**src/rtl/cordic_pkg.sv**
```systemverilog
package cordic_pkg;

  typedef enum logic {
    CM_ROTATE = 1'b0,
    CM_VECTOR = 1'b1
  } cmode_e;

  localparam real TWO_PI = 6.283185307179586;

  // Arctangent of 2^-idx in a binary angle scale of 2^aw per full turn.
  function automatic int atan_step(input int idx, input int aw);
    real r;
    r = $atan(2.0 ** (-idx)) * (2.0 ** aw) / TWO_PI;
    return $rtoi(r + 0.5);
  endfunction

endpackage

```
**src/rtl/cordic_addsub.sv**
```systemverilog
module cordic_addsub #(
  parameter int W = 16
) (
  input  logic signed [W-1:0] a,
  input  logic signed [W-1:0] b,
  input  logic                sub,
  output logic signed [W-1:0] s
);
  always_comb begin
    if (sub) s = a - b;
    else     s = a + b;
  end
endmodule

```
**src/rtl/cordic_atan_rom.sv**
```systemverilog
module cordic_atan_rom #(
  parameter int AW   = 16,
  parameter int ITER = 3,
  parameter int CW   = $clog2(ITER + 1)
) (
  input  logic [CW-1:0]        idx,
  output logic signed [AW-1:0] angle
);
  import cordic_pkg::*;

  localparam int DEPTH = 2 ** CW;

  logic signed [AW-1:0] tbl [DEPTH];

  // Entries past the last iteration are zero so any index is safe.
  for (genvar g = 0; g < DEPTH; g++) begin : g_ent
    if (g < ITER) begin : g_used
      localparam int VAL = atan_step(g, AW);
      assign tbl[g] = AW'(VAL);
    end else begin : g_pad
      assign tbl[g] = '0;
    end
  end

  assign angle = tbl[idx];
endmodule

```
**src/rtl/cordic_micro.sv**
```systemverilog
module cordic_micro #(
  parameter int DW = 16,
  parameter int AW = 16,
  parameter int CW = 2
) (
  input  logic signed [DW-1:0] x,
  input  logic signed [DW-1:0] y,
  input  logic signed [AW-1:0] z,
  input  logic [CW-1:0]        sh,
  input  logic signed [AW-1:0] ang,
  input  logic                 dpos,
  output logic signed [DW-1:0] nx,
  output logic signed [DW-1:0] ny,
  output logic signed [AW-1:0] nz
);
  logic signed [DW-1:0] xs, ys;

  assign xs = x >>> sh;
  assign ys = y >>> sh;

  // d = +1: x minus shifted y, y plus shifted x, z minus angle step
  cordic_addsub #(.W(DW)) u_x (.a(x), .b(ys),  .sub(dpos),  .s(nx));
  cordic_addsub #(.W(DW)) u_y (.a(y), .b(xs),  .sub(!dpos), .s(ny));
  cordic_addsub #(.W(AW)) u_z (.a(z), .b(ang), .sub(dpos),  .s(nz));
endmodule

```
**src/rtl/cordic_ctrl.sv**
```systemverilog
module cordic_ctrl #(
  parameter int ITER = 3,
  parameter int CW   = $clog2(ITER + 1)
) (
  input  logic          clk,
  input  logic          rst,
  input  logic          start,
  output logic [CW-1:0] cnt,
  output logic          run,
  output logic          done
);
  localparam logic [CW-1:0] LAST = CW'(ITER - 1);

  always_ff @(posedge clk) begin
    if (rst) begin
      cnt  <= '0;
      run  <= 1'b0;
      done <= 1'b0;
    end else if (start) begin
      cnt  <= '0;
      run  <= 1'b1;
      done <= 1'b0;
    end else if (run) begin
      cnt  <= cnt + 1'b1;
      run  <= (cnt != LAST);
      done <= (cnt == LAST);
    end else begin
      done <= 1'b0;
    end
  end

  assert_start_clears_R2: assert property (@(posedge clk) disable iff (rst)
    start |=> (cnt == '0) && run && !done);

  assert_one_step_R3: assert property (@(posedge clk) disable iff (rst)
    (run && !start) |=> (cnt == $past(cnt) + 1'b1));

  assert_done_single_R7: assert property (@(posedge clk) disable iff (rst)
    done |=> !done);

  assert_done_count_R7: assert property (@(posedge clk) disable iff (rst)
    done |-> (cnt == CW'(ITER)) && !run);
endmodule

```
**src/rtl/cordic_iter.sv**
```systemverilog
module cordic_iter #(
  parameter int DW   = 16,
  parameter int AW   = 16,
  parameter int ITER = 3
) (
  input  logic                 clk,
  input  logic                 rst,
  input  logic                 start_i,
  input  logic                 mode_i,
  input  logic signed [DW-1:0] x_i,
  input  logic signed [DW-1:0] y_i,
  input  logic signed [AW-1:0] z_i,
  output logic signed [DW-1:0] x_o,
  output logic signed [DW-1:0] y_o,
  output logic signed [AW-1:0] z_o,
  output logic                 done_o
);
  import cordic_pkg::*;

  localparam int CW = $clog2(ITER + 1);

  logic signed [DW-1:0] x_q, y_q, x_n, y_n;
  logic signed [AW-1:0] z_q, z_n, ang;
  cmode_e               mode_q;
  logic [CW-1:0]        cnt;
  logic                 run, done, dpos;

  cordic_ctrl #(.ITER(ITER), .CW(CW)) u_ctrl (
    .clk(clk), .rst(rst), .start(start_i),
    .cnt(cnt), .run(run), .done(done)
  );

  cordic_atan_rom #(.AW(AW), .ITER(ITER), .CW(CW)) u_rom (
    .idx(cnt), .angle(ang)
  );

  // Direction choice: drive z to zero, or drive y to zero.
  always_comb begin
    if (mode_q == CM_VECTOR) dpos = y_q[DW-1];
    else                     dpos = !z_q[AW-1];
  end

  cordic_micro #(.DW(DW), .AW(AW), .CW(CW)) u_step (
    .x(x_q), .y(y_q), .z(z_q), .sh(cnt), .ang(ang), .dpos(dpos),
    .nx(x_n), .ny(y_n), .nz(z_n)
  );

  always_ff @(posedge clk) begin
    if (rst) begin
      x_q    <= '0;
      y_q    <= '0;
      z_q    <= '0;
      mode_q <= CM_ROTATE;
    end else if (start_i) begin
      x_q    <= x_i;
      y_q    <= y_i;
      z_q    <= z_i;
      mode_q <= cmode_e'(mode_i);
    end else if (run) begin
      x_q <= x_n;
      y_q <= y_n;
      z_q <= z_n;
    end
  end

  assign x_o    = x_q;
  assign y_o    = y_q;
  assign z_o    = z_q;
  assign done_o = done;

  assert_load_R2: assert property (@(posedge clk) disable iff (rst)
    start_i |=> (x_q == $past(x_i)) && (y_q == $past(y_i)) && (z_q == $past(z_i)));

  assert_rot_dir_R4: assert property (@(posedge clk) disable iff (rst)
    (run && !start_i && mode_q == CM_ROTATE && !z_q[AW-1])
      |=> ($signed(z_q) <= $signed($past(z_q))));

  assert_vec_dir_R5: assert property (@(posedge clk) disable iff (rst)
    (run && !start_i && mode_q == CM_VECTOR && y_q[DW-1] && !x_q[DW-1])
      |=> ($signed(y_q) >= $signed($past(y_q))));

  assert_hold_R8: assert property (@(posedge clk) disable iff (rst)
    (!run && !start_i) |=> ($stable(x_q) && $stable(y_q) && $stable(z_q)));

  assert_mode_kept_R10: assert property (@(posedge clk) disable iff (rst)
    !start_i |=> $stable(mode_q));
endmodule

```
**config.mk**
```make
export PLATFORM = sky130hd
export DESIGN_NAME = cordic_iter
export DESIGN_NICKNAME = d
export VERILOG_FILES = /design/src/rtl/cordic_pkg.sv /design/src/rtl/cordic_addsub.sv /design/src/rtl/cordic_atan_rom.sv /design/src/rtl/cordic_micro.sv /design/src/rtl/cordic_ctrl.sv /design/src/rtl/cordic_iter.sv
export SDC_FILE = /design/constraint.sdc
export NUM_CORES = 1
export LEC_CHECK = 0
export BUFFER_PORTS_ARGS = -buffer_cell sky130_fd_sc_hd__buf_2
export CORE_MARGIN = 10
export CORE_UTILIZATION = 50
export DETAILED_ROUTE_END_ITERATION = 8
export GPL_TIMING_DRIVEN = 0
export PLACE_DENSITY = 0.74
export RECOVER_POWER = 25
export SETUP_SLACK_MARGIN = 0.02
export SLEW_MARGIN = 20
export SYNTH_ARGS = -nofsm -noshare
export SYNTH_HDL_FRONTEND = slang
export SYNTH_SLANG_ARGS = --single-unit
export TNS_END_PERCENT = 1
```
**constraint.sdc**
```tcl
create_clock -name clk -period 5.3 [get_ports clk]
set_input_delay 1.06 -clock clk [delete_from_list [all_inputs] [get_ports clk]]
set_output_delay 1.06 -clock clk [all_outputs]
set_load 0.02 [all_outputs]
```
==> results.md <==
- PnR worst setup slack: between 0.4 and 0.5 ns
- First-pass GRT wire length: between 30000 and 40000 µm
- IO Port Bufs: 99
- Sequential area share after synthesis: 0.180
- First drt pass iteration count: 5
- Core outline area: 11500 µm²
- GR Overflow Total: 0
- Post-synth EDFFs: 0
- Post-CTS setup buffer count: 0
- Crit Path Category: reg -> reg
- Asr flop ratio synth: 0
- Post-route cell area: 6710 µm²
- Worst VDD drop: 0.233 mV
- Met3 WL: ~1800 µm
- Hold depth: 2
- Crit-path slowest cell: dfxtp_1
- Worst path bufs/invs: 4
- Least-Margin Pin Slew: around 1.2 ns
- Fmax: 206 MHz
- Rows: 39
- Slew HR: 0.230
- Worst hold path type: reg -> reg
- CP cell instances: buf_6 -> buf_2 -> buf_2 -> buf_2 -> nor2_1 -> a21oi_1 -> ha_1 -> nand2_1 -> o21ai_0 -> ha_1 -> a211oi_1 -> o21ai_1 -> a31oi_1 -> o21ai_0 -> a221oi_1 -> xnor2_1 -> o22ai_1
- Crit end category: flip-flop
- Cell leakage power: around 2.9 nW
- Main synth FF type: dfxtp_1
- Residual DRC: 0
- M1 wire length: a little over 8000 µm
- CTS root buf: clkbuf_16
- Final weighted congestion in routability-driven placement: a little under 1
- Dpl ws: around 0.56 ns
- Largest net degree at the start of global routing: 19
- H-tree Lvls: 2
- CTS sink count: 53
- Max Cap Violations: 0
- Most frequent cell after synthesis: nor2_1
- Die area: between 15000 and 20000 µm²
- Clock Tree Buf Depth: 2
- Post-synth top area cell: dfxtp_1
- Share of layout cells above drive strength 1: 0.141
- I/O pins: about 100
- Avg Cell Area, Syn: between 7 and 8 µm²
- Tot GR Track Use: 0.226
- Status: finished clean
- Per-cell routed wire length: approximately 19 µm
- Post-Route WL: 19200 µm
- Fraction of the cycle the final worst path needs: 0.918
- Post-Syn Nets: around 860
- Seq cells post-synth: between 50 and 60
- Register area: around 1100 µm²
- Max incr delay on CP: between 0.5 and 0.6 ns
- TritonCTS Buffers: 5
- Delay-heaviest family, CP: compound AO/OA/AOI/OAI gates
- Clock transition at path regs: approximately 0.080 ns
- Max Slew Vio Count: 0
- DP Area: ~6600 µm²
- DR vias/cell: roughly 6
- Synth-to-layout area growth: 13.9%
- Worst skew pair latency: 0.32 ns
- Power density cells: approximately 310 nW/µm²
- Tmin final: slightly below 5 ns
- Post-synth top cells: nor2_1, a21oi_1, ha_1
- Vias in the first global route: slightly below 6000
- Layout fillers: 1127
- # resized after CTS: 0
- Worst-case reg-to-reg path depth: 17
- Max Clock Skew: between 0.01 and 0.015 ns
- Chip height: between 100 and 150 µm
- Netlist cell types: 64
- Routed length on met2: 8770 µm
- Nets: around 960
- Mapped cell area: 5890 µm²
- Most area-consuming cells after synthesis: dfxtp_1, ha_1, a21oi_1, xnor2_1, nor2_1
- HPWL after DPL: roughly 14000 µm
- CP arrival: about 5 ns
- Yosys warns: 0
- CP required: roughly 5.5 ns
- Multi-input logic area: between 4000 and 5000 µm²
- Hold Vio Cnt, Final: 0
- Initial DRC Count: ~480
- Post-Syn Instances: around 750
- Antenna violations before repair: 0
- Post-DRT Antenna Nets: 0
- Ant diodes: 0
- RSZ-0062 raised after global routing: no
- CTS tree: done
- Most used cell, CP: buf_2
- Detailed-route via count: slightly above 6000
- Hold_buf cts: 0
- Uppermost layer routed: met4
- Worst path depth: 17
- Setup Viol. Count Final: 0
- Crit Path Max Fanout: 10
- Pwr Total: approximately 2.1 mW
- Starting density of the core: 0.514
- Setup tns final: 0 ns
- Startpoint types: flip-flop
- Post-synth top area share: 0.180
- Die width: around 130 µm
-- stage by stage --
stage                     hold slack [ns]  instances  utilization
after floorplan                     0.528        745            -
after CTS                           0.597        995        0.588
after detailed placement            0.584        987        0.573
after global routing                0.627        995        0.585
final                               0.592        995        0.585
after global placement              0.553        987        0.573
-- registers in the layout (all words and copies together) (netlist names) --
signal and cells:
mode_q 1, u_ctrl.cnt 2, u_ctrl.done 1, u_ctrl.run 1, x_o 16, y_o 16
z_o 16
-- where the power goes --
| group | internal, mW | switching [mW] | leakage, nW |
|---|---|---|---|
| Combinational | 0.517 | 0.667 | 2.39 |
| Sequential | 0.438 | 0.0719 | 0.439 |
| Clock | 0.228 | 0.186 | 0.0848 |
| Total | 1.18 | 0.926 | 2.91 |
-- cell families after synthesis --
family,Yosys count,synth area share
muxes,49,0.119
DFF,53,0.180
adders and majority gates,60,0.131
xor gates and xnor gates,65,0.0979
AOI/OAI and AO/OA,229,0.244
buffers and inverters,70,0.0495
and+or+nand+nor,219,0.179
-- area by class of cell --
| class | count | share of cell area |
|---|---|---|
| Buffer | 43 | 0.0283 |
| Clock buffer | 5 | 0.0186 |
| Clock inverter | 3 | 0.00708 |
| Inverter | 27 | 0.0151 |
| Multi-Input combinational cell | 622 | 0.677 |
| Sequential cell | 53 | 0.158 |
| Tap cell | 143 | 0.0267 |
| Timing Repair Buffer | 99 | 0.0694 |
-- tightest hold or removal path, stage by stage, from the launching register on --
cell and delay, ns:
dfxtp_1 0.36, mux2i_1 0.13, nor2_1 0.06
-- cell usage in the layout (no fill, tap or decap), types with 6 or more instances in the layout --
master,n
o21ai_1,14
nor2_1,90
xor2_1,19
o21ai_0,19
nor3b_1,8
dfxtp_1,53
ha_1,57
a31oi_1,7
nand2b_1,6
o22ai_1,10
buf_1,7
a221oi_1,12
a21o_1,21
mux4_2,11
mux2i_1,26
inv_1,23
a21oi_1,88
nand2_1,35
a211oi_1,19
nor3_1,26
xnor2_1,45
buf_2,83
clkbuf_1,49
nor2b_1,27
-- routing by layer --
layer | vias to the layer above | global-route usage
li1 | 2936 | -
met1 | 2825 | 0.287
met2 | 280 | 0.365
met3 | 43 | 0.0526
met4 | 0 | 0.0819
met5 | - | 0
-- path summary, 6_finish.rpt --
check,start,endpoint,slack (ns)
min reg2reg,mode_q$_SDFFE_PP0P_,mode_q$_SDFFE_PP0P_,0.59
min,mode_q$_SDFFE_PP0P_,mode_q$_SDFFE_PP0P_,0.59
max,u_ctrl.cnt[0]$_SDFFE_PP0P_,y_o[15]$_SDFFE_PP0P_,0.44
max reg2reg,u_ctrl.cnt[0]$_SDFFE_PP0P_,y_o[15]$_SDFFE_PP0P_,0.44
No activity file was read; power rests on OpenSTA's default activity.
